## config.mk

```make
export PLATFORM = sky130hd
export DESIGN_NAME = mifc_top
export DESIGN_NICKNAME = d
export VERILOG_FILES = /design/src/rtl/mifc_pkg.sv /design/src/rtl/mifc_cfg_regs.sv /design/src/rtl/mifc_flag_bank.sv /design/src/rtl/mifc_arbiter.sv /design/src/rtl/mifc_top.sv
export SDC_FILE = /design/constraint.sdc
export NUM_CORES = 1
export LEC_CHECK = 0
export BUFFER_PORTS_ARGS = -buffer_cell sky130_fd_sc_hd__buf_2
export CAP_MARGIN = 0
export CORE_ASPECT_RATIO = 1.5
export CORE_UTILIZATION = 45
export CTS_BUF_LIST = sky130_fd_sc_hd__clkbuf_16
export CTS_CLUSTER_DIAMETER = 100
export DETAILED_ROUTE_END_ITERATION = 10
export GPL_TIMING_DRIVEN = 0
export HOLD_SLACK_MARGIN = 0.15
export PLACE_DENSITY = 0.71
export SLEW_MARGIN = 20
export SYNTH_ARGS = -nofsm -noshare
export SYNTH_HDL_FRONTEND = slang
export SYNTH_HIERARCHICAL = 1
export SYNTH_SLANG_ARGS = --single-unit
```

## constraint.sdc

```tcl
create_clock -name clk -period 18.65 [get_ports clk]
set_input_delay 1.865 -clock clk [delete_from_list [all_inputs] [get_ports clk]]
set_output_delay 1.865 -clock clk [all_outputs]
set_load 0.005 [all_outputs]
```

## src/rtl/mifc_pkg.sv

```systemverilog
package mifc_pkg;
    localparam int NSRC_DEF     = 16;
    localparam int LVL_SRCS_DEF = 8;
    localparam int LVL_W_DEF    = 3;
    localparam int VEC_W_DEF    = 5;
    localparam int VEC_OFS_DEF  = 4;
    localparam int DATA_W_DEF   = 16;
    localparam int ADDR_W_DEF   = 3;
    localparam logic [15:0] VALID_DEF = 16'hFF9F;
    localparam int FIELD_STRIDE = 4;

    typedef enum logic [2:0] {
        REG_CTRL = 3'd0,
        REG_FLAG = 3'd1,
        REG_EN   = 3'd2,
        REG_MODE = 3'd3,
        REG_LVL  = 3'd4
    } reg_sel_e;
endpackage

```

## src/rtl/mifc_cfg_regs.sv

```systemverilog
module mifc_cfg_regs
    import mifc_pkg::*;
#(
    parameter int NSRC     = NSRC_DEF,
    parameter int LVL_SRCS = LVL_SRCS_DEF,
    parameter int LVL_W    = LVL_W_DEF,
    parameter int DATA_W   = DATA_W_DEF,
    parameter int ADDR_W   = ADDR_W_DEF
) (
    input  logic                   clk,
    input  logic                   rst_n,
    input  logic                   wr_en,
    input  logic [ADDR_W-1:0]      addr,
    input  logic [DATA_W-1:0]      wdata,
    input  logic [NSRC-1:0]        flags,
    output logic                   gen_en,
    output logic [NSRC-1:0]        src_en,
    output logic [LVL_SRCS-1:0]    mode_lvl,
    output logic [NSRC*LVL_W-1:0]  lvl_flat,
    output logic [DATA_W-1:0]      rdata
);
    localparam int LPW       = DATA_W / FIELD_STRIDE;
    localparam int LVL_WORDS = NSRC / LPW;

    typedef struct packed {
        logic                  gen;
        logic [NSRC-1:0]       en;
        logic [LVL_SRCS-1:0]   mode;
        logic [NSRC*LVL_W-1:0] lvl;
    } cfg_t;

    cfg_t cfg_d, cfg_q;

    always_comb begin
        cfg_d = cfg_q;
        if (wr_en) begin
            if (addr == ADDR_W'(REG_CTRL)) cfg_d.gen  = wdata[0];
            if (addr == ADDR_W'(REG_EN))   cfg_d.en   = wdata[NSRC-1:0];
            if (addr == ADDR_W'(REG_MODE)) cfg_d.mode = wdata[LVL_SRCS-1:0];
            for (int k = 0; k < LVL_WORDS; k++) begin
                if (addr == ADDR_W'(int'(REG_LVL) + k)) begin
                    for (int j = 0; j < LPW; j++) begin
                        cfg_d.lvl[(k*LPW+j)*LVL_W +: LVL_W] = wdata[j*FIELD_STRIDE +: LVL_W];
                    end
                end
            end
        end
    end

    always_ff @(posedge clk or negedge rst_n) begin
        if (!rst_n) cfg_q <= '0;
        else        cfg_q <= cfg_d;
    end

    always_comb begin
        rdata = '0;
        if (addr == ADDR_W'(REG_CTRL)) rdata[0] = cfg_q.gen;
        if (addr == ADDR_W'(REG_FLAG)) rdata[NSRC-1:0] = flags;
        if (addr == ADDR_W'(REG_EN))   rdata[NSRC-1:0] = cfg_q.en;
        if (addr == ADDR_W'(REG_MODE)) rdata[LVL_SRCS-1:0] = cfg_q.mode;
        for (int k = 0; k < LVL_WORDS; k++) begin
            if (addr == ADDR_W'(int'(REG_LVL) + k)) begin
                for (int j = 0; j < LPW; j++) begin
                    rdata[j*FIELD_STRIDE +: LVL_W] = cfg_q.lvl[(k*LPW+j)*LVL_W +: LVL_W];
                end
            end
        end
    end

    assign gen_en   = cfg_q.gen;
    assign src_en   = cfg_q.en;
    assign mode_lvl = cfg_q.mode;
    assign lvl_flat = cfg_q.lvl;

    assert_en_readback_R8: assert property (@(posedge clk) disable iff (!rst_n)
        (wr_en && addr == ADDR_W'(REG_EN)) |=> (src_en == $past(wdata[NSRC-1:0])));
endmodule

```

## src/rtl/mifc_flag_bank.sv

```systemverilog
module mifc_flag_bank
    import mifc_pkg::*;
#(
    parameter int               NSRC     = NSRC_DEF,
    parameter int               LVL_SRCS = LVL_SRCS_DEF,
    parameter logic [NSRC-1:0]  VALID    = VALID_DEF
) (
    input  logic                clk,
    input  logic                rst_n,
    input  logic [NSRC-1:0]     src_req,
    input  logic [LVL_SRCS-1:0] mode_lvl,
    input  logic                clr_we,
    input  logic [NSRC-1:0]     clr_mask,
    output logic [NSRC-1:0]     flags
);
    typedef struct packed {
        logic [NSRC-1:0] flag;
        logic [NSRC-1:0] prev;
    } fb_t;

    fb_t fb_d, fb_q;
    logic [NSRC-1:0] mode_ext;

    assign mode_ext = NSRC'(mode_lvl);

    always_comb begin
        fb_d.prev = src_req & VALID;
        for (int i = 0; i < NSRC; i++) begin
            if (!VALID[i]) begin
                fb_d.flag[i] = 1'b0;
            end else if (mode_ext[i]) begin
                fb_d.flag[i] = src_req[i];
            end else begin
                fb_d.flag[i] = (fb_q.flag[i] & ~(clr_we & clr_mask[i]))
                             | (src_req[i] & ~fb_q.prev[i]);
            end
        end
    end

    always_ff @(posedge clk or negedge rst_n) begin
        if (!rst_n) fb_q <= '0;
        else        fb_q <= fb_d;
    end

    assign flags = fb_q.flag;

    assert_unused_zero_R6: assert property (@(posedge clk) disable iff (!rst_n)
        (flags & ~VALID) == '0);

    for (genvar g = 0; g < NSRC; g++) begin : g_chk
        if (VALID[g]) begin : g_valid
            assert_edge_hold_R3: assert property (@(posedge clk) disable iff (!rst_n)
                (flags[g] && !mode_ext[g] && !(clr_we && clr_mask[g])) |=> flags[g]);
            assert_level_follow_R5: assert property (@(posedge clk) disable iff (!rst_n)
                mode_ext[g] |=> (flags[g] == $past(src_req[g])));
        end
    end
endmodule

```

## src/rtl/mifc_arbiter.sv

```systemverilog
module mifc_arbiter
    import mifc_pkg::*;
#(
    parameter int NSRC    = NSRC_DEF,
    parameter int LVL_W   = LVL_W_DEF,
    parameter int VEC_W   = VEC_W_DEF,
    parameter int VEC_OFS = VEC_OFS_DEF
) (
    input  logic                  clk,
    input  logic                  rst_n,
    input  logic                  gen_en,
    input  logic [NSRC-1:0]       flags,
    input  logic [NSRC-1:0]       src_en,
    input  logic [NSRC*LVL_W-1:0] lvl_flat,
    output logic                  irq,
    output logic [LVL_W-1:0]      irq_level,
    output logic [VEC_W-1:0]      irq_vec
);
    localparam int VEC_MAX = NSRC - 1 + VEC_OFS;

    typedef struct packed {
        logic             req;
        logic [LVL_W-1:0] lvl;
        logic [VEC_W-1:0] vec;
    } arb_t;

    arb_t arb_d, arb_q;
    logic [NSRC-1:0] pend;
    logic             found;
    logic [LVL_W-1:0] best_lvl;
    logic [VEC_W-1:0] best_vec;

    assign pend = flags & src_en;

    always_comb begin
        found    = 1'b0;
        best_lvl = '0;
        best_vec = '0;
        for (int i = 0; i < NSRC; i++) begin
            if (pend[i] && (!found || lvl_flat[i*LVL_W +: LVL_W] > best_lvl)) begin
                found    = 1'b1;
                best_lvl = lvl_flat[i*LVL_W +: LVL_W];
                best_vec = VEC_W'(i + VEC_OFS);
            end
        end
        arb_d.req = found && gen_en;
        arb_d.lvl = arb_d.req ? best_lvl : '0;
        arb_d.vec = arb_d.req ? best_vec : '0;
    end

    always_ff @(posedge clk or negedge rst_n) begin
        if (!rst_n) arb_q <= '0;
        else        arb_q <= arb_d;
    end

    assign irq       = arb_q.req;
    assign irq_level = arb_q.lvl;
    assign irq_vec   = arb_q.vec;

    assert_gate_off_R2: assert property (@(posedge clk) disable iff (!rst_n)
        !gen_en |=> !irq);
    assert_idle_zero_R10: assert property (@(posedge clk) disable iff (!rst_n)
        !irq |-> (irq_level == '0 && irq_vec == '0));
    assert_none_pending_R10: assert property (@(posedge clk) disable iff (!rst_n)
        (pend == '0) |=> !irq);
    assert_vec_range_R7: assert property (@(posedge clk) disable iff (!rst_n)
        irq |-> (irq_vec >= VEC_W'(VEC_OFS) && irq_vec <= VEC_W'(VEC_MAX)));
    assert_recur_R11: assert property (@(posedge clk) disable iff (!rst_n)
        (gen_en && (pend != '0)) |=> irq);
endmodule

```

## src/rtl/mifc_top.sv

```systemverilog
module mifc_top
    import mifc_pkg::*;
#(
    parameter int              NSRC     = NSRC_DEF,
    parameter int              LVL_SRCS = LVL_SRCS_DEF,
    parameter int              LVL_W    = LVL_W_DEF,
    parameter int              VEC_W    = VEC_W_DEF,
    parameter int              VEC_OFS  = VEC_OFS_DEF,
    parameter int              DATA_W   = DATA_W_DEF,
    parameter int              ADDR_W   = ADDR_W_DEF,
    parameter logic [NSRC-1:0] VALID    = VALID_DEF
) (
    input  logic              clk,
    input  logic              rst_n,
    input  logic [NSRC-1:0]   src_req_i,
    input  logic              bus_we_i,
    input  logic [ADDR_W-1:0] bus_addr_i,
    input  logic [DATA_W-1:0] bus_wdata_i,
    output logic [DATA_W-1:0] bus_rdata_o,
    output logic              irq_o,
    output logic [LVL_W-1:0]  irq_level_o,
    output logic [VEC_W-1:0]  irq_vector_o
);
    logic                  gen_en;
    logic [NSRC-1:0]       src_en;
    logic [LVL_SRCS-1:0]   mode_lvl;
    logic [NSRC*LVL_W-1:0] lvl_flat;
    logic [NSRC-1:0]       flags;
    logic                  clr_we;

    assign clr_we = bus_we_i && (bus_addr_i == ADDR_W'(REG_FLAG));

    mifc_cfg_regs #(
        .NSRC(NSRC), .LVL_SRCS(LVL_SRCS), .LVL_W(LVL_W),
        .DATA_W(DATA_W), .ADDR_W(ADDR_W)
    ) u_cfg (
        .clk(clk), .rst_n(rst_n), .wr_en(bus_we_i), .addr(bus_addr_i),
        .wdata(bus_wdata_i), .flags(flags), .gen_en(gen_en), .src_en(src_en),
        .mode_lvl(mode_lvl), .lvl_flat(lvl_flat), .rdata(bus_rdata_o)
    );

    mifc_flag_bank #(
        .NSRC(NSRC), .LVL_SRCS(LVL_SRCS), .VALID(VALID)
    ) u_flags (
        .clk(clk), .rst_n(rst_n), .src_req(src_req_i), .mode_lvl(mode_lvl),
        .clr_we(clr_we), .clr_mask(bus_wdata_i[NSRC-1:0]), .flags(flags)
    );

    mifc_arbiter #(
        .NSRC(NSRC), .LVL_W(LVL_W), .VEC_W(VEC_W), .VEC_OFS(VEC_OFS)
    ) u_arb (
        .clk(clk), .rst_n(rst_n), .gen_en(gen_en), .flags(flags),
        .src_en(src_en), .lvl_flat(lvl_flat), .irq(irq_o),
        .irq_level(irq_level_o), .irq_vec(irq_vector_o)
    );
endmodule

```

**Yosys cells after proc, flatten, opt, wreduce, memory -nomap -nowiden**

Index checks and enable logic that the tools add are counted.

- Word-level logic and storage cells: 250
- Output and inout bits: 25
- Bits of input ports: 38
- Flip-flop bits (word level): 110

- Magnitude comparators: 15
- Reduce and logical (&&, ||, !) cells: 55
- Equal/unequal tests: 7
- Multiplexer cells: 76
- Bitwise operators: 85

Operators with widths:

| operator | count |
|---|---|
| 3-bit 2-to-1 mux | 37 |
| 3-bit greater-than comparator | 15 |
| 1-bit bitwise AND | 42 |
| 16-bit 2-to-1 mux | 2 |
| 4-bit 2-to-1 mux | 8 |
| 1-bit inverter | 28 |
| 5-bit 2-to-1 mux | 5 |
| 1-bit 2-to-1 mux | 23 |
| 1-bit logical AND | 17 |
| 16-bit bitwise AND | 1 |
| 1-bit zero test | 15 |
| 1-bit logical OR | 15 |
| 1-bit bitwise OR | 14 |
| 2-bit AND reduction | 7 |
| 3-bit equality test (second input constant) | 4 |
| 8-bit 2-to-1 mux | 1 |
| 3-bit by 2-bit equality test with 1-bit output (second input constant) | 2 |
| 3-bit by 1-bit equality test with 1-bit output (second input constant) | 1 |
| 3-bit zero test | 1 |

**Logic depth before layout (Yosys ltp)**

Gate-level depths: netlist of the first run.

- Word-level depth: 64
- Mapped depth: 121

**By module**

Netlist of the first run, hierarchy kept.

By module, submodules not included:

| module | times used | cells an instance | seq. area each (um2) | area each (um2) |
|---|---|---|---|---|
| mifc_cfg_regs | 1 | 252 | 1,826.8 | 3,563.4 |
| mifc_arbiter | 1 | 359 | 225.2 | 2,570.0 |
| mifc_flag_bank | 1 | 94 | 700.7 | 1,113.6 |
| mifc_top | 1 | 1 | 0.0 | 12.5 |

**Worst setup path after synthesis of the first run**

OpenSTA, ideal clock, no wires.

- Path kind: register to register
- Start: register u_flags.fb_q, in the netlist u_flags/flags[0]
- End: register u_arb.arb_q, in the netlist u_arb/irq_level[0]
- Arrival: 17.422 ns
- Slack: 1.096 ns
- Cell stages (with the launch flop): 100
- Path through: dfrtp_1 > buf_4 > nand2_1 > nor2_1 > ha_1 > and3_1 > a21oi_1 > o21a_1 > a22oi_1 > ha_1 > and3b_1 > o21ai_0 > a21oi_1 > a221oi_1 > o21bai_1 > ha_1 > nand3b_1 > a21oi_1 > [... 64 more ...] > a21o_1 > ha_1 > a21o_1 > a21oi_1 > a31oi_1 > a32oi_1 > o22ai_1 > a21oi_1 > a21bo_1 > ha_1 > nor2b_1 > o21a_1 > o21ai_0 > a21oi_1 > nor2_1 > o21ai_0 > a2bb2oi_1 > o41ai_2

RTL lines:

| what | RTL line | source |
|---|---|---|
| from (decl) | mifc_flag_bank.sv:21 | `fb_t fb_d, fb_q;` |
| from (signal assigned) | mifc_flag_bank.sv:41 | `if (!rst_n) fb_q <= '0;` |
| from (signal assigned) | mifc_flag_bank.sv:42 | `else fb_q <= fb_d;` |
| to (signal assigned) | mifc_arbiter.sv:53 | `else arb_q <= arb_d;` |
| to (decl) | mifc_arbiter.sv:27 | `arb_t arb_d, arb_q;` |

==> results of run 1 <==
## cell usage in the layout, fill, tap and decap left out, drive strengths merged, types with 8 or more instances in the layout
cell type	instances
nand2	59
ha	38
buf	133
mux2	93
nand3	17
a31oi	11
a21o	11
a22o	8
nor2b	8
a22oi	17
dfrtp	110
nand2b	9
clkbuf	13
o211ai	8
o21ai	29
o211a	11
a21oi	39
inv	53
nor2	28
o22ai	8
## registers in the layout, indices dropped and copies added, names as in the netlist
name,count
u_cfg/mode_lvl,8
u_cfg/src_en,16
u_flags/fb_q,14
u_flags/flags,14
u_arb/irq,1
u_arb/irq_vec,5
u_arb/irq_level,3
u_cfg/gen_en,1
u_cfg/lvl_flat,48
## power by group through the flow
stage          registers [µW]  clock network [µW]  logic (µW)
2_1_floorplan             323                   0         711
3_3_place_gp              346                   0         888
3_5_place_dp              347                   0         912
4_1_cts                   343                 198        1000
5_1_grt                   352                 206        1320
6_report                  347                 195        1200
## cell families after synthesis
family | Yosys count | synth area share
compound gates | 198 | 0.200
mux | 103 | 0.173
flops | 110 | 0.379
fa+ha+maj | 38 | 0.0655
simple gates | 164 | 0.116
other cells | 1 | 0.000517
buf+inv | 92 | 0.0655
## synth_stat cells, drive strengths merged, types with 11 or more instances
| library cell | number |
|---|---|
| nor2 | 28 |
| a31oi | 11 |
| a21o | 11 |
| a22oi | 17 |
| nand3 | 17 |
| buf | 40 |
| a21oi | 39 |
| mux2 | 93 |
| ha | 38 |
| inv | 49 |
| nand2 | 59 |
| o211a | 11 |
| dfrtp | 110 |
| o21ai | 29 |
## worst max-delay path, delay by kind of cell (launching register included)
family                   cells  cell delay (ps)
AO/OA/AOI/OAI               52             8970
adder cells (fa/ha/maj)     13             3740
AND/OR/NAND/NOR             21             2650
buffers and inverters       10             1210
multiplexers                 3              990
flip-flops                   1              350
## cell type report
| type | count | area share |
|---|---|---|
| clock buffers | 9 | 0.0259 |
| inverters | 49 | 0.0212 |
| repair buffers | 95 | 0.0675 |
| clock inverters | 7 | 0.00763 |
| multi-input cells | 505 | 0.499 |
| plain buffers | 42 | 0.0332 |
| flip-flops and latches | 110 | 0.317 |
| well taps | 203 | 0.0292 |
## layer usage
metal / share of wire / routed length [µm]
met1: 0.37 / 7980
met2: 0.51 / 11000
met3: 0.051 / 1110
met4: 0.074 / 1610
met5: 0 / 0
## metrics by stage
stage	std cells	hold slack (ps)	instance area, µm²	power [µW]
after floorplan	707	464	7260	1030
after global placement	970	485	7820	1230
after detailed placement	972	485	7860	1260
after CTS	997	512	8310	1540
after global routing	1020	528	8690	1870
final	1020	511	8690	1750
## final timing paths
check / to / cells after the start
min in group asynchronous: u_cfg/lvl_flat[20] / 1
max in group asynchronous: u_cfg/src_en[0] / 2
min: u_flags/flags[13] / 1
max: u_arb/irq_level[0] / 99
max reg2reg: u_arb/irq_level[0] / 99
min reg2reg: u_flags/flags[13] / 1
## timing repair
| item | 4_1_cts | 5_1_grt |
|---|---|---|
| endpoints found under the setup margin | 8 | 8 |
| cloned | 0 | 0 |
| pin swaps | 6 | 26 |
| gates resized for setup | 29 | 45 |
| buffers inserted | 9 | 24 |
==> run_results.csv, run 1 <==
group,metric,value,unit
finish,num-fill-cells,1397,
sta,setup_ws,592,ps
setup_path,critPathSlowestCell,"or3_1",
clock_tree,cts_sinks,110,
sta,period_share,0.968,
routing,vias_per_cell,6.13,
routing,first_pass_iters,6,
power_and_ir_drop,power_density,201,mW/mm²
die,die_w,106,µm
flow_run,cap_violations,0,
sta,finalSetupTns,0,ps
place,dp_hpwl,16100,µm
global_routing,grt_antenna_before_repair,0,
sta,fmax,0.0554,GHz
synth,synth_edf_count,0,
global_routing,grt_use_met3,0.0269,
global_routing,busiest_layer,"met2",
die,core_area,0.0157,mm²
finish,regArea,0.00275,mm²
global_routing,use_met1,0.292,
setup_path,crit_path_start_kind,"flip-flop",
routing,vias,6250,
power_and_ir_drop,seq_power_share,0.199,
min_path,hp-start,"u_flags/flags[13]",
finish,syn_to_final_growth,19.8,%
sta,setup_viol,0,
routing,ant_nets,0,
finish,antenna_cells,0,
synth,ys_seq_area_frac,0.379,
global_routing,grt_pass1_wl,32600,µm
synth,synthTopCellsByArea,"dfrtp_1 (38%), mux2_2 (14%), ha_1 (6.5%), nand2_1 (2.8%), inv_1 (2.5%)",
min_path,hold_class,"flip-flop to flip-flop",
routing,drc,0,
run_status,outcome,"finished, final reports clean",
finish,multi_input_area,0.00433,mm²
setup_path,crit_start,"u_flags/flags[0]",
power_and_ir_drop,switching_share,0.451,
setup_path,required,18880,ps
place,pre_cts_ws,-2200,ps
place,io_buffers,60,
power_and_ir_drop,clkPwrFrac,0.112,
finish,final_core_util,0.554,
sta,tightest_slew,806,ps
clock_tree,htree_levels,3,
global_routing,overflow,0,
global_routing,met2_usage,0.458,
sta,finClkSkew,11.2,ps
routing,wirelength,21700,µm
power_and_ir_drop,combPwrFrac,0.689,
routing,wl_per_cell,21.3,µm
die,num_rows,56,
synth,synth-warning-count,6,
clock_tree,cts_tree,"yes",
setup_path,reg2reg_slack,590,ps
finish,drive_gt1_frac,0.393,
clock_tree,ctsHoldBuffers,0,
setup_path,worstSetupEndpointType,"flip-flop",
setup_path,slowest_delay,380,ps
global_routing,grt_pass1_vias,6083,
clock_tree,cts-root-buf,"clkbuf_16",
setup_path,arrival,18290,ps
clock_tree,clk_latency,370,ps
synth,synthFlopType,"dfrtp_1",
die,dieArea,0.0167,mm²
clock_tree,clk_pin_slew,90,ps
die,pin_count,63,
place,gp_congestion,0.939,
power_and_ir_drop,ir_drop,0.0904,mV
power_and_ir_drop,p_leak,0.00405,µW
synth,synth_largest_area_cell,"dfrtp_1",
global_routing,grt_usage,0.261,
clock_tree,cts_buffers,9,
die,die_y,158,µm
finish,finish.net_count,888,
sta,period_minus_slack,18060,ps
clock_tree,cts_buffer_depth,2,
sta,maxSlewHeadroom,0.463,
sta,slew_violations,0,
setup_path,path_class,"flip-flop to flip-flop",
synth,yosysTopAreaCellShare,0.379,
synth,synth-async-reset-ratio,1.00,
setup_path,cp_max_fo,7,
setup_path,r2r-start,"u_flags/flags[0]",
global_routing,grt_max_degree,71,
setup_path,crit_top_cell,"ha_1",
synth,syn-cell-area,0.00726,mm²
power_and_ir_drop,switching_power,788,µW
power_and_ir_drop,p_int,958,µW
synth,syn_avg_cell_area,10.3,µm²
synth,synthCells,706,
routing,first_iter_violations,487,
synth,synth.ff_latch_count,110,
die,initial_core_util,0.463,
synth,synth_cell_types,72,
sta,hold_violations,0,
(Power assumes the default switching activity.)
==> run 2, diff against run 1 <==
--- a/config.mk
+++ b/config.mk
@@ -5,7 +5,7 @@
 export SDC_FILE = /design/constraint.sdc
 export NUM_CORES = 1
 export LEC_CHECK = 0
-export BUFFER_PORTS_ARGS = -buffer_cell sky130_fd_sc_hd__buf_2
+export BUFFER_PORTS_ARGS = -buffer_cell sky130_fd_sc_hd__buf_4
 export CAP_MARGIN = 0
 export CORE_ASPECT_RATIO = 1.5
 export CORE_UTILIZATION = 45
==> run_results.csv, run 2 (synthesis gave the netlist of run 1 again) <==
group,metric,value,unit
run_status,outcome,"finished, final reports clean",
clock_tree,htree_levels,3,
power_and_ir_drop,clkPwrFrac,0.112,
finish,most-common-layout-cells,"buf_4 (111), dfrtp_1 (109), mux2_2 (93), nand2_1 (52), inv_1 (49)",
clock_tree,cts_buffer_depth,2,
setup_path,worstSetupEndpointType,"flip-flop",
routing,wl_per_cell,21.6,µm
routing,first_pass_iters,5,
clock_tree,cts-root-buf,"clkbuf_16",
power_and_ir_drop,p_leak,0.00408,µW
global_routing,grt_pass1_wl,32600,µm
power_and_ir_drop,p_int,950,µW
routing,wirelength,22000,µm
sta,finClkSkew,8.37,ps
routing,drc,0,
routing,first_iter_violations,369,
die,initial_core_util,0.463,
setup_path,slowest_delay,400,ps
die,pin_count,63,
power_and_ir_drop,combPwrFrac,0.688,
finish,layout_commonest_cell,"buf_4",
finish,syn_to_final_growth,21.1,%
finish,final_cell_count_no_fill,1018,
clock_tree,clk_pin_slew,80,ps
place,dp_hpwl,16100,µm
global_routing,grt_pass1_vias,6048,
clock_tree,cts_sinks,110,
setup_path,crit_top_cell,"ha_1",
setup_path,r2r-end,"u_arb/irq_level[0]",
power_and_ir_drop,seq_power_share,0.201,
setup_path,reg2reg_slack,710,ps
setup_path,required,18870,ps
global_routing,overflow,0,
finish,largest_register_ff_count,48,
setup_path,reg2reg_depth,101,
finish,finish.net_count,886,
power_and_ir_drop,power_density,197,mW/mm²
finish,drive_gt1_frac,0.388,
die,core_area,0.0157,mm²
setup_path,critPathSlowestCell,"dfrtp_1",
power_and_ir_drop,switching_share,0.452,
die,dieArea,0.0167,mm²
place,pre_cts_ws,-2170,ps
setup_path,path_class,"flip-flop to flip-flop",
die,num_rows,56,
min_path,hold-path-cell-count,1,
sta,slew_violations,0,
routing,ant_nets,0,
routing,vias_per_cell,6.10,
die,die_w,106,µm
sta,tightest_slew,842,ps
power_and_ir_drop,ir_drop,0.0876,mV
sta,period_share,0.962,
global_routing,grt_usage,0.260,
sta,setup_ws,712,ps
clock_tree,cts_buffers,9,
sta,maxSlewHeadroom,0.439,
flow_run,cap_violations,0,
sta,finalSetupTns,0,ps
sta,setup_viol,0,
power_and_ir_drop,switching_power,783,µW
place,gp_congestion,0.957,
min_path,hold_class,"flip-flop to flip-flop",
clock_tree,cts_tree,"yes",
global_routing,grt_max_degree,79,
sta,hold_violations,0,
routing,vias,6211,
min_path,holdPathEnd,"u_cfg/mode_lvl[5]",
clock_tree,clk_latency,350,ps
setup_path,crit_path_start_kind,"flip-flop",
finish,antenna_cells,0,
die,die_y,158,µm
global_routing,grt_antenna_before_repair,0,
place,io_buffers,60,
min_path,hp-start,"u_cfg/mode_lvl[5]",
sta,period_minus_slack,17940,ps
setup_path,r2r-start,"u_flags/flags[0]",
setup_path,cp_max_fo,8,
sta,fmax,0.0557,GHz
setup_path,arrival,18160,ps
place,post-place-cells,972,
run 2: through the flow:
step | instance area, µm² | util | hold slack, ps | total power, µW
global route | 8790 | 0.560 | 521 | 1860
finish | 8790 | 0.560 | 509 | 1730
detailed placement | 8000 | 0.510 | 489 | 1270
floorplan | 7260 | - | 464 | 1030
global placement | 7970 | 0.508 | 482 | 1240
CTS | 8470 | 0.540 | 508 | 1560
run 2: critical path, delay by kind of cell (launching register included):
| kind | cells | cell delay (ps) |
|---|---|---|
| compound gates | 57 | 9300 |
| fa+ha+maj | 13 | 3790 |
| simple gates | 21 | 2670 |
| buf+inv | 8 | 1090 |
| mux | 2 | 480 |
| flops | 1 | 400 |
run 2: cell type report:
type | count | area, µm²
inverter | 49 | 184
sequential | 110 | 2750
fill | 1433 | 6910
clock inverter | 7 | 66.3
clock buffer | 9 | 225
multi-input combinational | 505 | 4290
tap | 203 | 254
timing repair buffer | 93 | 719
buffer | 42 | 293
run 2: how the worst max path moves through the flow:
stage	start	end	slack, ps	depth (start not counted)
global route	u_flags/flags[0]	u_arb/irq_level[0]	-150	101
detailed placement	u_cfg/src_en[0]	u_arb/irq_level[0]	-2170	100
floorplan	u_flags/flags[0]	u_arb/irq_level[0]	1100	99
finish	u_flags/flags[0]	u_arb/irq_level[0]	710	101
CTS	u_flags/flags[0]	u_arb/irq_level[0]	10	102
global placement	u_cfg/src_en[0]	u_arb/irq_level[0]	-1990	98
run 2: power groups by stage:
stage | combinational (µW) | sequential (µW) | clock [µW]
2_1_floorplan | 711 | 323 | 0
3_3_place_gp | 898 | 346 | 0
3_5_place_dp | 920 | 348 | 0
4_1_cts | 1020 | 344 | 196
5_1_grt | 1300 | 352 | 205
6_report | 1190 | 348 | 193
run 2: per-layer routing:
layer  track usage  vias to the layer above  part of all wire
met5             0                        -                 0
met2         0.461                      233              0.52
li1              -                     2832                 -
met4         0.181                        0             0.069
met1         0.287                     3057              0.37
met3        0.0352                       89             0.042
run 2: timing repair:
action | 4_1_cts | 5_1_grt
resized for setup | 29 | 40
cloned | 0 | 0
pin swaps | 8 | 27
buffers inserted | 10 | 21
hold buffers | 0 | 0
setup endpoints to repair | 8 | 8
==> run 3, diff against run 2 <==
--- a/config.mk
+++ b/config.mk
@@ -5,7 +5,7 @@
 export SDC_FILE = /design/constraint.sdc
 export NUM_CORES = 1
 export LEC_CHECK = 0
-export BUFFER_PORTS_ARGS = -buffer_cell sky130_fd_sc_hd__buf_4
+export BUFFER_PORTS_ARGS = -buffer_cell sky130_fd_sc_hd__buf_2
 export CAP_MARGIN = 0
 export CORE_ASPECT_RATIO = 1.5
 export CORE_UTILIZATION = 45
@@ -14,7 +14,7 @@
 export DETAILED_ROUTE_END_ITERATION = 10
 export GPL_TIMING_DRIVEN = 0
 export HOLD_SLACK_MARGIN = 0.15
-export PLACE_DENSITY = 0.71
+export PLACE_DENSITY = 0.77
 export SLEW_MARGIN = 20
 export SYNTH_ARGS = -nofsm -noshare
 export SYNTH_HDL_FRONTEND = slang
==> run_results.csv, run 3 (synthesis gave the netlist of run 1 again) <==
group,metric,value,unit
run_status,outcome,"finished, final reports clean",
setup_path,arrival,18270,ps
finish,finish.net_count,888,
global_routing,grt_usage,0.258,
place,post-place-cells,972,
routing,first_pass_iters,5,
power_and_ir_drop,ir_drop,0.0898,mV
die,pin_count,63,
sta,tightest_slew,727,ps
setup_path,cp_top_family,"compound AO/OA/AOI/OAI gates",
sta,setup_viol,0,
sta,period_share,0.968,
finish,layout_commonest_cell,"dfrtp_1",
finish,largest_register_ff_count,48,
die,die_w,106,µm
power_and_ir_drop,power_density,199,mW/mm²
flow_run,cap_violations,0,
die,num_rows,56,
routing,drc,0,
clock_tree,cts_buffer_depth,2,
finish,most-common-layout-cells,"dfrtp_1 (109), mux2_2 (92), buf_2 (72), buf_4 (55), nand2_1 (52)",
sta,fmax,0.0554,GHz
global_routing,grt_pass1_wl,32700,µm
routing,first_iter_violations,517,
die,die_y,158,µm
setup_path,worstSetupEndpointType,"flip-flop",
die,dieArea,0.0167,mm²
global_routing,grt_pass1_vias,6158,
finish,final_cell_count_no_fill,1020,
finish,syn_to_final_growth,19.6,%
power_and_ir_drop,finalPower,1730,µW
setup_path,crit_top_cell,"ha_1",
global_routing,overflow,0,
clock_tree,htree_levels,3,
setup_path,crit_buf_inv,10,
clock_tree,cts_tree,"yes",
setup_path,path_class,"flip-flop to flip-flop",
clock_tree,cts_buffers,9,
die,core_area,0.0157,mm²
die,initial_core_util,0.463,
global_routing,grt_antenna_before_repair,0,
place,dp_hpwl,15800,µm
sta,setup_ws,603,ps
setup_path,critPathSlowestCell,"dfrtp_1",
place,pre_cts_ws,-1980,ps
sta,slew_violations,0,
routing,vias_per_cell,6.23,
finish,antenna_cells,0,
sta,finalSetupTns,0,ps
clock_tree,cts_sinks,110,
setup_path,cp_max_fo,8,
finish,num-fill-cells,1361,
sta,period_minus_slack,18050,ps
finish,drive_gt1_frac,0.389,
routing,vias,6350,
routing,wl_per_cell,21.3,µm
clock_tree,clk_latency,350,ps
clock_tree,cts-root-buf,"clkbuf_16",
routing,wirelength,21700,µm
sta,finClkSkew,6.68,ps
power_and_ir_drop,p_leak,0.00406,µW
setup_path,required,18880,ps
global_routing,grt_max_degree,60,
routing,ant_nets,0,
min_path,hold_class,"flip-flop to flip-flop",
place,io_buffers,60,
setup_path,slowest_delay,390,ps
clock_tree,clk_pin_slew,80,ps
setup_path,crit_path_start_kind,"flip-flop",
sta,hold_violations,0,
place,gp_congestion,0.932,
sta,maxSlewHeadroom,0.516,
## run 3: cell count changes in the layout (fill, tap and decap cells not counted), sizes merged
cell and change:
buf +2, clkinv -1, inv +1
## run 3: stage by stage
stage | utilization | cell area (µm²) | hold slack (ps)
4_1_cts | 0.529 | 8300 | 509
5_1_grt | 0.553 | 8680 | 529
6_report | 0.553 | 8680 | 512
3_3_place_gp | 0.498 | 7820 | 486
2_1_floorplan | - | 7260 | 464
3_5_place_dp | 0.501 | 7860 | 489
## run 3: per-layer routing
layer  vias up  wire length, µm  GRT usage
li1       2834                -          -
met1      3121             7850      0.289
met2       300            11100      0.453
met3        95             1310     0.0352
met4         0             1430      0.180
met5         -                0          0
## run 3: path summary, 6_finish.rpt
check                      slack [ps]             start                 end  cells past startpoint
setup / recovery                  600  u_flags/flags[0]  u_arb/irq_level[0]                    102
hold / removal                    510  u_flags/flags[8]    u_flags/flags[8]                      1
setup reg to reg                  600  u_flags/flags[0]  u_arb/irq_level[0]                    102
hold reg to reg                   510  u_flags/flags[8]    u_flags/flags[8]                      1
max in group asynchronous       16510             rst_n  u_cfg/lvl_flat[13]                      2
min in group asynchronous        1480             rst_n     u_flags/fb_q[8]                      1
## run 3: report_power, final
group / leakage, µW / switching, µW / internal, µW
clock: 0.000147 / 97.8 / 94.2
combinational: 0.00262 / 616 / 573
sequential: 0.00130 / 58.8 / 288
total: 0.00406 / 773 / 955
## run 3: cell type report
class                   instances  area, µm²  share of cell area
plain buffers                  42        289              0.0333
clock buffers                   9        225              0.0259
clock inverters                 7       66.3             0.00764
inverters                      49        184              0.0212
multi-input cells             505       4320               0.498
flip-flops and latches        110       2750               0.317
well taps                     203        254              0.0293
repair buffers                 95        587              0.0676
## run 3: timing repair
item	CTS	global route
cloned	0	0
hold buffers	0	0
gates resized for setup	27	43
buffers inserted	9	24
pin swaps	6	29
setup endpoints to repair	8	8
